$ cat src/rtl/tlb_refill_pkg.sv
package tlb_refill_pkg;

  // Page-table word flag positions
  localparam int unsigned PTE_PRESENT = 0;
  localparam int unsigned PTE_REFD    = 1;
  localparam int unsigned PTE_DIRTY   = 2;

  typedef enum logic [1:0] {
    WK_LOOK  = 2'd0,
    WK_FETCH = 2'd1,
    WK_WBACK = 2'd2
  } walk_state_e;

  // An access must update the table when it would change a status bit
  function automatic logic status_stale(input logic refd_b, input logic dirty_b,
                                        input logic is_write);
    return !refd_b || (is_write && !dirty_b);
  endfunction

endpackage

$ cat src/rtl/tlb_tag_store.sv
module tlb_tag_store #(
  parameter int unsigned ENTRIES = 16,
  parameter int unsigned VPN_W   = 20,
  parameter int unsigned PPN_W   = 20,
  localparam int unsigned IDX_W  = $clog2(ENTRIES)
) (
  input  logic               clk,
  input  logic               rst_n,
  input  logic               flush_i,
  input  logic [VPN_W-1:0]   lookup_vpn_i,
  input  logic               fill_en_i,
  input  logic [IDX_W-1:0]   fill_idx_i,
  input  logic [VPN_W-1:0]   fill_vpn_i,
  input  logic [PPN_W-1:0]   fill_ppn_i,
  input  logic               fill_refd_i,
  input  logic               fill_dirty_i,
  input  logic               upd_en_i,
  input  logic [IDX_W-1:0]   upd_idx_i,
  input  logic               upd_dirty_i,
  output logic               hit_o,
  output logic [IDX_W-1:0]   hit_idx_o,
  output logic [PPN_W-1:0]   hit_ppn_o,
  output logic               hit_refd_o,
  output logic               hit_dirty_o,
  output logic [ENTRIES-1:0] match_o,
  output logic [ENTRIES-1:0] valid_o,
  output logic [ENTRIES-1:0] refd_o
);

  logic [PPN_W-1:0]   ppn_w [ENTRIES];
  logic [ENTRIES-1:0] dirty_w;

  for (genvar i = 0; i < ENTRIES; i++) begin : g_ent
    logic             v_q, r_q, d_q;
    logic [VPN_W-1:0] tag_q;
    logic [PPN_W-1:0] pg_q;
    logic             sel_fill, sel_upd;

    assign sel_fill = fill_en_i && (fill_idx_i == IDX_W'(i));
    assign sel_upd  = upd_en_i && (upd_idx_i == IDX_W'(i));

    always_ff @(posedge clk or negedge rst_n) begin
      if (!rst_n) begin
        v_q   <= 1'b0;
        r_q   <= 1'b0;
        d_q   <= 1'b0;
        tag_q <= '0;
        pg_q  <= '0;
      end else begin
        if (flush_i)       v_q <= 1'b0;
        else if (sel_fill) v_q <= 1'b1;
        if (sel_fill) begin
          tag_q <= fill_vpn_i;
          pg_q  <= fill_ppn_i;
          r_q   <= fill_refd_i;
          d_q   <= fill_dirty_i;
        end else if (sel_upd) begin
          r_q <= 1'b1;
          d_q <= d_q | upd_dirty_i;
        end
      end
    end

    assign match_o[i] = v_q && (tag_q == lookup_vpn_i);
    assign valid_o[i] = v_q;
    assign refd_o[i]  = r_q;
    assign dirty_w[i] = d_q;
    assign ppn_w[i]   = pg_q;
  end

  always_comb begin
    hit_idx_o   = '0;
    hit_ppn_o   = '0;
    hit_refd_o  = 1'b0;
    hit_dirty_o = 1'b0;
    for (int i = 0; i < ENTRIES; i++) begin
      if (match_o[i]) begin
        hit_idx_o   = hit_idx_o | IDX_W'(i);
        hit_ppn_o   = hit_ppn_o | ppn_w[i];
        hit_refd_o  = hit_refd_o | refd_o[i];
        hit_dirty_o = hit_dirty_o | dirty_w[i];
      end
    end
  end

  assign hit_o = |match_o;

endmodule

$ cat src/rtl/tlb_victim_pick.sv
module tlb_victim_pick #(
  parameter int unsigned ENTRIES = 16,
  localparam int unsigned IDX_W  = $clog2(ENTRIES)
) (
  input  logic               clk,
  input  logic               rst_n,
  input  logic [ENTRIES-1:0] valid_i,
  input  logic [ENTRIES-1:0] refd_i,
  input  logic               take_i,
  output logic [IDX_W-1:0]   victim_o,
  output logic               use_ptr_o
);

  logic [IDX_W-1:0] ptr_q;
  logic             found_inv, found_old;
  logic [IDX_W-1:0] inv_idx, old_idx;

  always_comb begin
    found_inv = 1'b0;
    found_old = 1'b0;
    inv_idx   = '0;
    old_idx   = '0;
    for (int i = 0; i < ENTRIES; i++) begin
      if (!found_inv && !valid_i[i]) begin
        found_inv = 1'b1;
        inv_idx   = IDX_W'(i);
      end
      if (!found_old && !refd_i[i]) begin
        found_old = 1'b1;
        old_idx   = IDX_W'(i);
      end
    end
  end

  always_comb begin
    use_ptr_o = 1'b0;
    if (found_inv)      victim_o = inv_idx;
    else if (found_old) victim_o = old_idx;
    else begin
      victim_o  = ptr_q;
      use_ptr_o = 1'b1;
    end
  end

  always_ff @(posedge clk or negedge rst_n) begin
    if (!rst_n) ptr_q <= '0;
    else if (take_i && use_ptr_o)
      ptr_q <= (ptr_q == IDX_W'(ENTRIES - 1)) ? '0 : ptr_q + 1'b1;
  end

endmodule

$ cat src/rtl/tlb_walker.sv
module tlb_walker
  import tlb_refill_pkg::*;
#(
  parameter int unsigned VPN_W = 20,
  parameter int unsigned PPN_W = 20,
  parameter int unsigned OFF_W = 12,
  parameter int unsigned IDX_W = 4,
  localparam int unsigned PA_W = PPN_W + OFF_W
) (
  input  logic              clk,
  input  logic              rst_n,
  input  logic              req_valid_i,
  input  logic              req_write_i,
  input  logic [VPN_W-1:0]  req_vpn_i,
  input  logic [PA_W-1:0]   ptbr_i,
  input  logic              hit_i,
  input  logic [IDX_W-1:0]  hit_idx_i,
  input  logic [PPN_W-1:0]  hit_ppn_i,
  input  logic              hit_refd_i,
  input  logic              hit_dirty_i,
  input  logic              mem_ack_i,
  input  logic [PA_W-1:0]   mem_rdata_i,
  output logic              resp_ok_o,
  output logic              resp_fault_o,
  output logic              mem_req_o,
  output logic              mem_we_o,
  output logic [PA_W-1:0]   mem_addr_o,
  output logic [PA_W-1:0]   mem_wdata_o,
  output logic              fill_en_o,
  output logic [PPN_W-1:0]  fill_ppn_o,
  output logic              fill_refd_o,
  output logic              fill_dirty_o,
  output logic              upd_en_o,
  output logic [IDX_W-1:0]  upd_idx_o,
  output logic              upd_dirty_o
);

  function automatic logic [PA_W-1:0] pte_addr(input logic [PA_W-1:0] base,
                                               input logic [VPN_W-1:0] vpn);
    return base + (PA_W'(vpn) << 2);
  endfunction

  function automatic logic [PA_W-1:0] pack_pte(input logic [PPN_W-1:0] ppn,
                                               input logic dirty_b);
    return {ppn, {(OFF_W-3){1'b0}}, dirty_b, 1'b1, 1'b1};
  endfunction

  walk_state_e      state_q;
  logic [PA_W-1:0]  addr_q;
  logic [PA_W-1:0]  wb_pte_q;
  logic [IDX_W-1:0] wb_idx_q;
  logic             need_upd, fetch_done, pte_present;
  logic             unused_pte_bits;

  assign need_upd    = status_stale(hit_refd_i, hit_dirty_i, req_write_i);
  assign fetch_done  = (state_q == WK_FETCH) && mem_ack_i;
  assign pte_present = mem_rdata_i[PTE_PRESENT];
  assign unused_pte_bits = ^mem_rdata_i[OFF_W-1:3];

  assign resp_ok_o    = (state_q == WK_LOOK) && req_valid_i && hit_i && !need_upd;
  assign resp_fault_o = fetch_done && !pte_present;

  assign fill_en_o    = fetch_done && pte_present;
  assign fill_ppn_o   = mem_rdata_i[PA_W-1:OFF_W];
  assign fill_refd_o  = mem_rdata_i[PTE_REFD];
  assign fill_dirty_o = mem_rdata_i[PTE_DIRTY];

  assign upd_en_o     = (state_q == WK_WBACK) && mem_ack_i;
  assign upd_idx_o    = wb_idx_q;
  assign upd_dirty_o  = wb_pte_q[PTE_DIRTY];

  assign mem_req_o    = (state_q != WK_LOOK);
  assign mem_we_o     = (state_q == WK_WBACK);
  assign mem_addr_o   = addr_q;
  assign mem_wdata_o  = wb_pte_q;

  always_ff @(posedge clk or negedge rst_n) begin
    if (!rst_n) begin
      state_q  <= WK_LOOK;
      addr_q   <= '0;
      wb_pte_q <= '0;
      wb_idx_q <= '0;
    end else begin
      unique case (state_q)
        WK_LOOK: begin
          if (req_valid_i && !hit_i) begin
            addr_q  <= pte_addr(ptbr_i, req_vpn_i);
            state_q <= WK_FETCH;
          end else if (req_valid_i && need_upd) begin
            addr_q   <= pte_addr(ptbr_i, req_vpn_i);
            wb_idx_q <= hit_idx_i;
            wb_pte_q <= pack_pte(hit_ppn_i, hit_dirty_i | req_write_i);
            state_q  <= WK_WBACK;
          end
        end
        WK_FETCH: if (mem_ack_i) state_q <= WK_LOOK;
        WK_WBACK: if (mem_ack_i) state_q <= WK_LOOK;
        default:  state_q <= WK_LOOK;
      endcase
    end
  end

endmodule

$ cat src/rtl/tlb_refill_top.sv
module tlb_refill_top #(
  parameter int unsigned VA_W    = 32,
  parameter int unsigned PA_W    = 32,
  parameter int unsigned OFF_W   = 12,
  parameter int unsigned ENTRIES = 16
) (
  input  logic            clk,
  input  logic            rst_n,
  input  logic            flush,
  input  logic [PA_W-1:0] ptbr,
  input  logic            req_valid,
  input  logic            req_write,
  input  logic [VA_W-1:0] req_vaddr,
  output logic            resp_valid,
  output logic            resp_fault,
  output logic [PA_W-1:0] resp_paddr,
  output logic            mem_req,
  output logic            mem_we,
  output logic [PA_W-1:0] mem_addr,
  output logic [PA_W-1:0] mem_wdata,
  input  logic            mem_ack,
  input  logic [PA_W-1:0] mem_rdata
);

  localparam int unsigned VPN_W = VA_W - OFF_W;
  localparam int unsigned PPN_W = PA_W - OFF_W;
  localparam int unsigned IDX_W = $clog2(ENTRIES);

  logic [VPN_W-1:0]   req_vpn;
  logic               hit, hit_refd, hit_dirty;
  logic [IDX_W-1:0]   hit_idx, victim_idx, upd_idx;
  logic [PPN_W-1:0]   hit_ppn, fill_ppn;
  logic [ENTRIES-1:0] hit_vec, valid_vec, refd_vec;
  logic               fill_en, fill_refd, fill_dirty;
  logic               upd_en, upd_dirty;
  logic               resp_ok, victim_by_ptr;

  assign req_vpn = req_vaddr[VA_W-1:OFF_W];

  tlb_tag_store #(.ENTRIES(ENTRIES), .VPN_W(VPN_W), .PPN_W(PPN_W)) u_store (
    .clk          (clk),
    .rst_n        (rst_n),
    .flush_i      (flush),
    .lookup_vpn_i (req_vpn),
    .fill_en_i    (fill_en),
    .fill_idx_i   (victim_idx),
    .fill_vpn_i   (req_vpn),
    .fill_ppn_i   (fill_ppn),
    .fill_refd_i  (fill_refd),
    .fill_dirty_i (fill_dirty),
    .upd_en_i     (upd_en),
    .upd_idx_i    (upd_idx),
    .upd_dirty_i  (upd_dirty),
    .hit_o        (hit),
    .hit_idx_o    (hit_idx),
    .hit_ppn_o    (hit_ppn),
    .hit_refd_o   (hit_refd),
    .hit_dirty_o  (hit_dirty),
    .match_o      (hit_vec),
    .valid_o      (valid_vec),
    .refd_o       (refd_vec)
  );

  tlb_victim_pick #(.ENTRIES(ENTRIES)) u_victim (
    .clk       (clk),
    .rst_n     (rst_n),
    .valid_i   (valid_vec),
    .refd_i    (refd_vec),
    .take_i    (fill_en),
    .victim_o  (victim_idx),
    .use_ptr_o (victim_by_ptr)
  );

  tlb_walker #(.VPN_W(VPN_W), .PPN_W(PPN_W), .OFF_W(OFF_W), .IDX_W(IDX_W)) u_walk (
    .clk          (clk),
    .rst_n        (rst_n),
    .req_valid_i  (req_valid),
    .req_write_i  (req_write),
    .req_vpn_i    (req_vpn),
    .ptbr_i       (ptbr),
    .hit_i        (hit),
    .hit_idx_i    (hit_idx),
    .hit_ppn_i    (hit_ppn),
    .hit_refd_i   (hit_refd),
    .hit_dirty_i  (hit_dirty),
    .mem_ack_i    (mem_ack),
    .mem_rdata_i  (mem_rdata),
    .resp_ok_o    (resp_ok),
    .resp_fault_o (resp_fault),
    .mem_req_o    (mem_req),
    .mem_we_o     (mem_we),
    .mem_addr_o   (mem_addr),
    .mem_wdata_o  (mem_wdata),
    .fill_en_o    (fill_en),
    .fill_ppn_o   (fill_ppn),
    .fill_refd_o  (fill_refd),
    .fill_dirty_o (fill_dirty),
    .upd_en_o     (upd_en),
    .upd_idx_o    (upd_idx),
    .upd_dirty_o  (upd_dirty)
  );

  assign resp_valid = resp_ok | resp_fault;
  assign resp_paddr = resp_ok ? {hit_ppn, req_vaddr[OFF_W-1:0]} : '0;

endmodule

$ cat config.mk
export PLATFORM = sky130hd
export DESIGN_NAME = tlb_refill_top
export DESIGN_NICKNAME = d
export VERILOG_FILES = /design/src/rtl/tlb_refill_pkg.sv /design/src/rtl/tlb_tag_store.sv /design/src/rtl/tlb_victim_pick.sv /design/src/rtl/tlb_walker.sv /design/src/rtl/tlb_refill_top.sv
export SDC_FILE = /design/constraint.sdc
export NUM_CORES = 2
export LEC_CHECK = 0
export BUFFER_PORTS_ARGS = -buffer_cell sky130_fd_sc_hd__buf_2
export CAP_MARGIN = 5
export CORE_MARGIN = 2
export CORE_UTILIZATION = 35
export CTS_CLUSTER_DIAMETER = 150
export CTS_CLUSTER_SIZE = 28
export DETAILED_ROUTE_END_ITERATION = 10
export PLACE_DENSITY = 0.48
export REMOVE_ABC_BUFFERS = 1
export SKIP_CTS_REPAIR_TIMING = 1
export SLEW_MARGIN = 20
export SYNTH_ARGS = -nofsm -noshare
export SYNTH_HDL_FRONTEND = slang
export SYNTH_HIERARCHICAL = 1
export SYNTH_SLANG_ARGS = --single-unit
$ cat constraint.sdc
create_clock -name clk -period 4.5 [get_ports clk]
set_input_delay 0.45 -clock clk [delete_from_list [all_inputs] [get_ports clk]]
set_output_delay 0.45 -clock clk [all_outputs]
set_load 0.05 [all_outputs]
* Word-level counts from Yosys, hierarchy flattened
Cells that the tools add are included.
Cells by class: add/subtract/negate cells 2, $mul 0, div/mod/pow operators 0, magnitude comparators 0, eq/ne operators 51, shift operators 0, multiplexer cells 233, bitwise gates (word level) 64, reduce and logical (&&, ||, !) cells 195
Operator list (number):
- equality test 20 bit | 16
- 2-to-1 mux 20 bit | 16
- OR 20 bit | 15
- 2-to-1 mux 1 bit | 165
- 2-to-1 mux 4 bit | 33
- 2-to-1 mux 32 bit | 3
- logical AND 1 bit | 89
- equality test 4 bit (second input constant) | 17
- nonzero test 2 bit | 34
- logical NOT 1 bit | 63
- OR 1 bit | 48
- adder 32 x 22 -> 32 bit | 1
- equality test 4 x 3 -> 1 bit (second input constant) | 8
- 2-to-1 mux 3 bit | 8
- equality test 4 x 2 -> 1 bit (second input constant) | 4
- OR reduction 16 bit | 1
- 2-to-1 mux 2 bit | 7
- equality test 4 x 1 -> 1 bit (second input constant) | 2
- logical NOT 4 bit | 2
- adder 4 x 1 -> 4 bit (second input constant) | 1
- case mux 2 bit (2 select lines) | 1
- AND reduction 2 bit | 2
- inequality test 3 bit (second input constant) | 1
- AND reduction 3 bit | 1
- other kinds (7) | 7
Word-level totals: bits in registers 753, bits in latches 0, memory bits (writable) 0, memory bits (read-only) 0, bits of input ports 102, output and inout bits 100, memories 0

* Depth between registers and ports, before layout
depth in word-level cells 51, gate-level depth with buffers 17, gate-level depth less buffers 13

* Hierarchy
Netlist, hierarchy kept.
Modules (own cells, without submodules):
- tlb_tag_store | instances 1, cells an instance 2683, area each 33329.5 µm², sequential area each 17216.5 µm²
- tlb_walker | instances 1, cells an instance 415, area each 3951.3 µm², sequential area each 1501.4 µm²
- tlb_victim_pick | instances 1, cells an instance 83, area each 590.6 µm², sequential area each 100.1 µm²
- tlb_refill_top | instances 1, cells an instance 36, area each 261.5 µm², sequential area each 0.0 µm²

* Least setup slack after synthesis
No wires, ideal clock.
path kind in2reg, from input req_vaddr[28], to register u_walk.wb_pte_q[12], in the netlist u_walk/mem_wdata_o[12], library setup time 0.125 ns, data arrival time 3.215 ns, required time 4.375 ns, slack 1.160 ns, stages on the path 15, path through buf_4 > buf_6 > xor2_1 > nor4_1 > and3_1 > buf_2 > buf_6 > nand3_1 > nand4_1 > or4_1 > nor2b_1 > nor2_1 > nor2_1 > buf_2 > mux2_2
Between the ends: word-level cells in the longest chain between the ends 38, elaborated cells on any way between the ends 135, those cells by class eq/ne: 16; mux: 48; bitwise: 46; reduce/logical: 25
Ends and longest elaborated chain:
- from (decl) | line tlb_refill_top.sv:13 | input logic [VA_W-1:0] req_vaddr,
- equality test 20 bit | line tlb_tag_store.sv:64 | assign match_o[i] = v_q && (tag_q == lookup_vpn_i);
- logical AND 1 bit | line tlb_tag_store.sv:64
- 2-to-1 mux 1 bit | line tlb_tag_store.sv:77 | if (match_o[i]) begin
- OR 1 bit | line tlb_tag_store.sv:81 | hit_dirty_o = hit_dirty_o | dirty_w[i];
- 2-to-1 mux 1 bit | line tlb_tag_store.sv:77
- OR 1 bit | line tlb_tag_store.sv:81
- 2-to-1 mux 1 bit | line tlb_tag_store.sv:77
- OR 1 bit | line tlb_tag_store.sv:81
- (+23 left out)
- OR 1 bit | line tlb_tag_store.sv:81
- 2-to-1 mux 1 bit (*) | line tlb_tag_store.sv:77
- via hit_dirty | line tlb_refill_top.sv:30 | logic hit, hit_refd, hit_dirty;
- logical NOT 1 bit (*) | line tlb_refill_pkg.sv:17 | return !refd_b || (is_write && !dirty_b);
- logical AND 1 bit (*) | line tlb_refill_pkg.sv:17
- logical OR 1 bit (*) | line tlb_refill_pkg.sv:17
- logical AND 1 bit (*) | line tlb_walker.sv:89 | end else if (req_valid_i && need_upd) begin
- AND reduction 3 bit (no line) (*)
- to (signal assigned) | line tlb_walker.sv:92 | wb_pte_q <= pack_pte(hit_ppn_i, hit_dirty_i | req_write_i);
- to (decl) | line tlb_walker.sv:50 | logic [PA_W-1:0] wb_pte_q;
The timed path passes the listed nets; every way through them passes the cells marked *. A chain may end at the register's enable or synchronous reset.

* Final worst setup path
from register u_store.g_ent[11].tag_q[13], to output resp_paddr[21]
Between the ends: elaborated cells on any way between the ends 38, those cells by class eq/ne: 1; mux: 16; bitwise: 12; reduce/logical: 9
RTL lines:
- from (decl) | line tlb_tag_store.sv:35 | logic [VPN_W-1:0] tag_q;
- from (signal assigned) | line tlb_tag_store.sv:53 | tag_q <= fill_vpn_i;
- equality test 20 bit | line tlb_tag_store.sv:64
- logical AND 1 bit | line tlb_tag_store.sv:64
- via hit_vec[11] | line tlb_refill_top.sv:33 | logic [ENTRIES-1:0] hit_vec, valid_vec, refd_vec;
- OR reduction 16 bit | line tlb_tag_store.sv:86 | assign hit_o = |match_o;
- via hit | line tlb_refill_top.sv:30
- logical AND 1 bit (2 in a row) | line tlb_walker.sv:60 | assign resp_ok_o = (state_q == WK_LOOK) && req_valid_i && hit_i && !need_upd;
- via resp_ok | line tlb_refill_top.sv:36 | logic resp_ok, victim_by_ptr;
- 2-to-1 mux 32 bit | line tlb_refill_top.sv:104 | assign resp_paddr = resp_ok ? {hit_ppn, req_vaddr[OFF_W-1:0]} : '0;
- to (decl) | line tlb_refill_top.sv:16 | output logic [PA_W-1:0] resp_paddr,
The timed path passes the listed nets, and every way through them passes these cells.

==> metrics list <==
- Status: completed
* Post-Route WL: between 100 and 150 mm
- Number of global-route vias before repair: about 25,000
- Area Growth Syn to Fin: 8.008%
* TNS Setup: 0 ns
* Number of inserted filler cells in the final layout: 10,706
- Largest clock skew in the final design: 0.04765 ns
- The first detailed-routing pass took 5 iterations.
- Data on the critical path is required at its endpoint by 4.05 ns.
- Across every metal layer, demand over resource in global routing totals between 10% and 20%.
* Post-route antenna net violation count: 0
* Actual slew at the worst max-slew pin: around 0.85 ns
* Comb power frac: 17.4%
* Kind of end point of the critical path: output pin
- Sequential cells account for 56.8% of the total power.
- Avg Inst Size Synth: 11.85 µm²
* Number of buffers inserted during clock tree synthesis: 30
- Insertion delay to the later sink of the worst-skew pair: 0.67 ns
- Initial DRC Count: 1,817
- Clk network pwr share: approximately a quarter
* Pin count of the biggest net entering global routing: 137
* Slew margin rel.: around 44%
- Max Slew Vio Count: 0
* Multi-input combinational cell area: 0.01737 mm²
- After floorplanning, the core was divided into 121 placement rows.
- Area enclosed by the die boundary: around 0.11 mm²
- In the final routed layout, each cell accounts on average for 23.78 µm.
- Die outline width: around 330 µm
- Max clock buf depth: 3
- Worst vdd ir: approximately 0.34 mV
- At the end of the flow, the number of nets in the layout was 3,386.
* Initial standard-cell utilization of the core: 35.17%
- Critical path peak fanout: 13
* Initial antenna violation count: 4
- Number of cells in the design after placement: 4,638
* Max Clock Freq: 233.2 MHz
- Net switching is roughly 30% of the power.
- Boundary Pins: 202
- Leakage power: about 0.019 µW
- In the final layout, the share of cells above drive strength 1 is 34.40%.
* Routability cong.: 0.8435
* Global-route wire length before repair: 166.6 mm
- The most critical setup path has its startpoint at u_store/g_ent[11].tag_q[13].
* Number of endpoints failing setup at the final stage: 0
* Path type of the worst setup path: reg2out
- Detailed placement finished with a half-perimeter wire length of 71.19 mm.
- Once layout is complete, the cells apart from fillers number 4,673.
* Post-detailed-route via-to-cell ratio: 5.367
- Count of final hold-check violations: 0
- Area of the core: 0.1084 mm²
- Clock transition at the registers of the reported paths: 0.12 ns
- After detailed routing, the number of remaining DRC violations is 0.
* Count of yosys warnings during synthesis: 6
- In the synthesized netlist, the number of instances is about 3,200.
- Setup repair after global routing left no endpoint under its margin.
- Subtracting the final worst setup slack from the clock period gives 4.288 ns.
* Worst Path Arrival: about 3.8 ns
- Number of buffers added on ports: 183
- The routed layout has 25,079 vias.
* Number of antenna cells inserted: 0
- The internal power of the cells totals 9371 µW.
- The mapped netlist covers ~0.038 mm².
* FF-to-FF Start: u_store/g_ent[3].r_q
* Power density of the placed cells: about 320 mW/mm²
- The worst setup path is launched from a flip-flop.
- CTS tree: built
- Across the run, the number of max-cap violations was 0.
* Hold Path Origin: ptbr[31]
* Sw Pwr: 3946 µW
- In this run the number of H-tree levels came out at 1.
* Hold/Removal Path Class: in2reg
- Clock tree synthesis found a total of 752 sinks.
- Period utilisation layout: 95.29%
- The die is 334.0 µm tall.
- The tree is rooted in a clkbuf_16.
- Area taken by flip-flops and latches: 0.01882 mm²
* Remaining Overflow, GRT: 0
[power by group through the flow]
| stage | Clock, µW | Sequential, µW | Combinational (µW) |
|---|---|---|---|
| after floorplan | 0 | 8110 | 1040 |
| after global placement | 0 | 7690 | 2340 |
| after detailed placement | 0 | 7700 | 2360 |
| after CTS | 3600 | 7570 | 2360 |
| after global routing | 3820 | 7640 | 2530 |
| final | 3430 | 7560 | 2320 |
[per-stage QoR]
step / util (%) / total power, µW / instance area, µm² / hold WS (ns) / setup slack [ns]
global route: 37.99 / 13980 / 41180 / 0.04921 / 0.02505
floorplan: - / 9151 / 36090 / 0.1544 / 0.03290
finish: 37.99 / 13320 / 41180 / 0.06650 / 0.2121
detailed placement: 37.22 / 10060 / 40340 / 0.4608 / 0.2997
global placement: 37.22 / 10030 / 40340 / 0.4613 / 0.3201
CTS: 37.95 / 13530 / 41140 / -0.1938 / 0.09513
[cell type report]
class                      instances  share of cell area [%]
sequential                       752                   45.70
multi-input combinational       2134                   42.19
timing repair buffer             318                   5.670
tap                             1414                   4.296
clock buffer                      30                   1.823
inverter                          23                  0.2097
clock inverter                     2                  0.1124
[registers in the layout, indices dropped and copies added (netlist names), 4 cells and up]
register             flops
u_store/g_ent.r_q       16
u_store/g_ent.pg_q     320
u_store/g_ent.d_q       16
u_store/g_ent.tag_q    320
u_store/g_ent.v_q       16
u_walk/mem_addr_o       32
u_walk/mem_wdata_o      22
u_walk/upd_idx_o         4
u_victim/ptr_q           4
[path summary, 6_finish.rpt]
path	end	slack, ns	cells past startpoint
max	resp_paddr[21]	0.21	12
min	u_walk/mem_addr_o[31]	0.07	3
max reg2reg	u_store/g_ent[14].tag_q[3]	0.89	8
min reg2reg	u_walk/mem_addr_o[0]	0.49	2
max in group asynchronous	u_store/g_ent[2].tag_q[7]	2.89	3
min in group asynchronous	u_store/g_ent[13].tag_q[4]	0.40	2
[cells in the final DEF (no fill, tap or decap), types with 8 or more instances in the layout]
cell / n
nor2b_1: 12
a21o_1: 10
nand2_1: 101
ha_1: 24
a31oi_1: 10
a21oi_1: 74
nor4_1: 19
nor2_1: 58
mux2_2: 665
and2_1: 22
nand3_2: 10
nor3_2: 8
buf_4: 101
inv_1: 23
conb_1: 9
nor4_4: 17
xnor2_1: 285
buf_2: 182
and3_1: 18
xor2_1: 61
or4_1: 22
nor2_4: 10
clkbuf_16: 30
nand3_1: 364
dfrtp_1: 752
buf_12: 31
o21ai_0: 65
nand4_1: 149
and2_2: 34
[worst max-delay path: stages, from the launching register on]
cell and delay (ns):
dfrtp_1 0.41, xor2_1 0.16, nor4_2 0.37, and3_1 0.33, buf_4 0.31, and2_1 0.23, nor4_1 0.09, nand4_1 0.17
nand2_1 0.14, nor3_2 0.25, buf_4 0.28, and2_2 0.17, buf_2 0.25
[metal layers]
layer	up-vias	GRT usage, %	share of wire, %
met3	104	2.859	5.3
met4	4	3.201	1.5
met2	586	31.02	45
li1	11336	-	-
met5	-	0	0.027
met1	13049	28.88	48
Power figures use the tool's default switching activity.
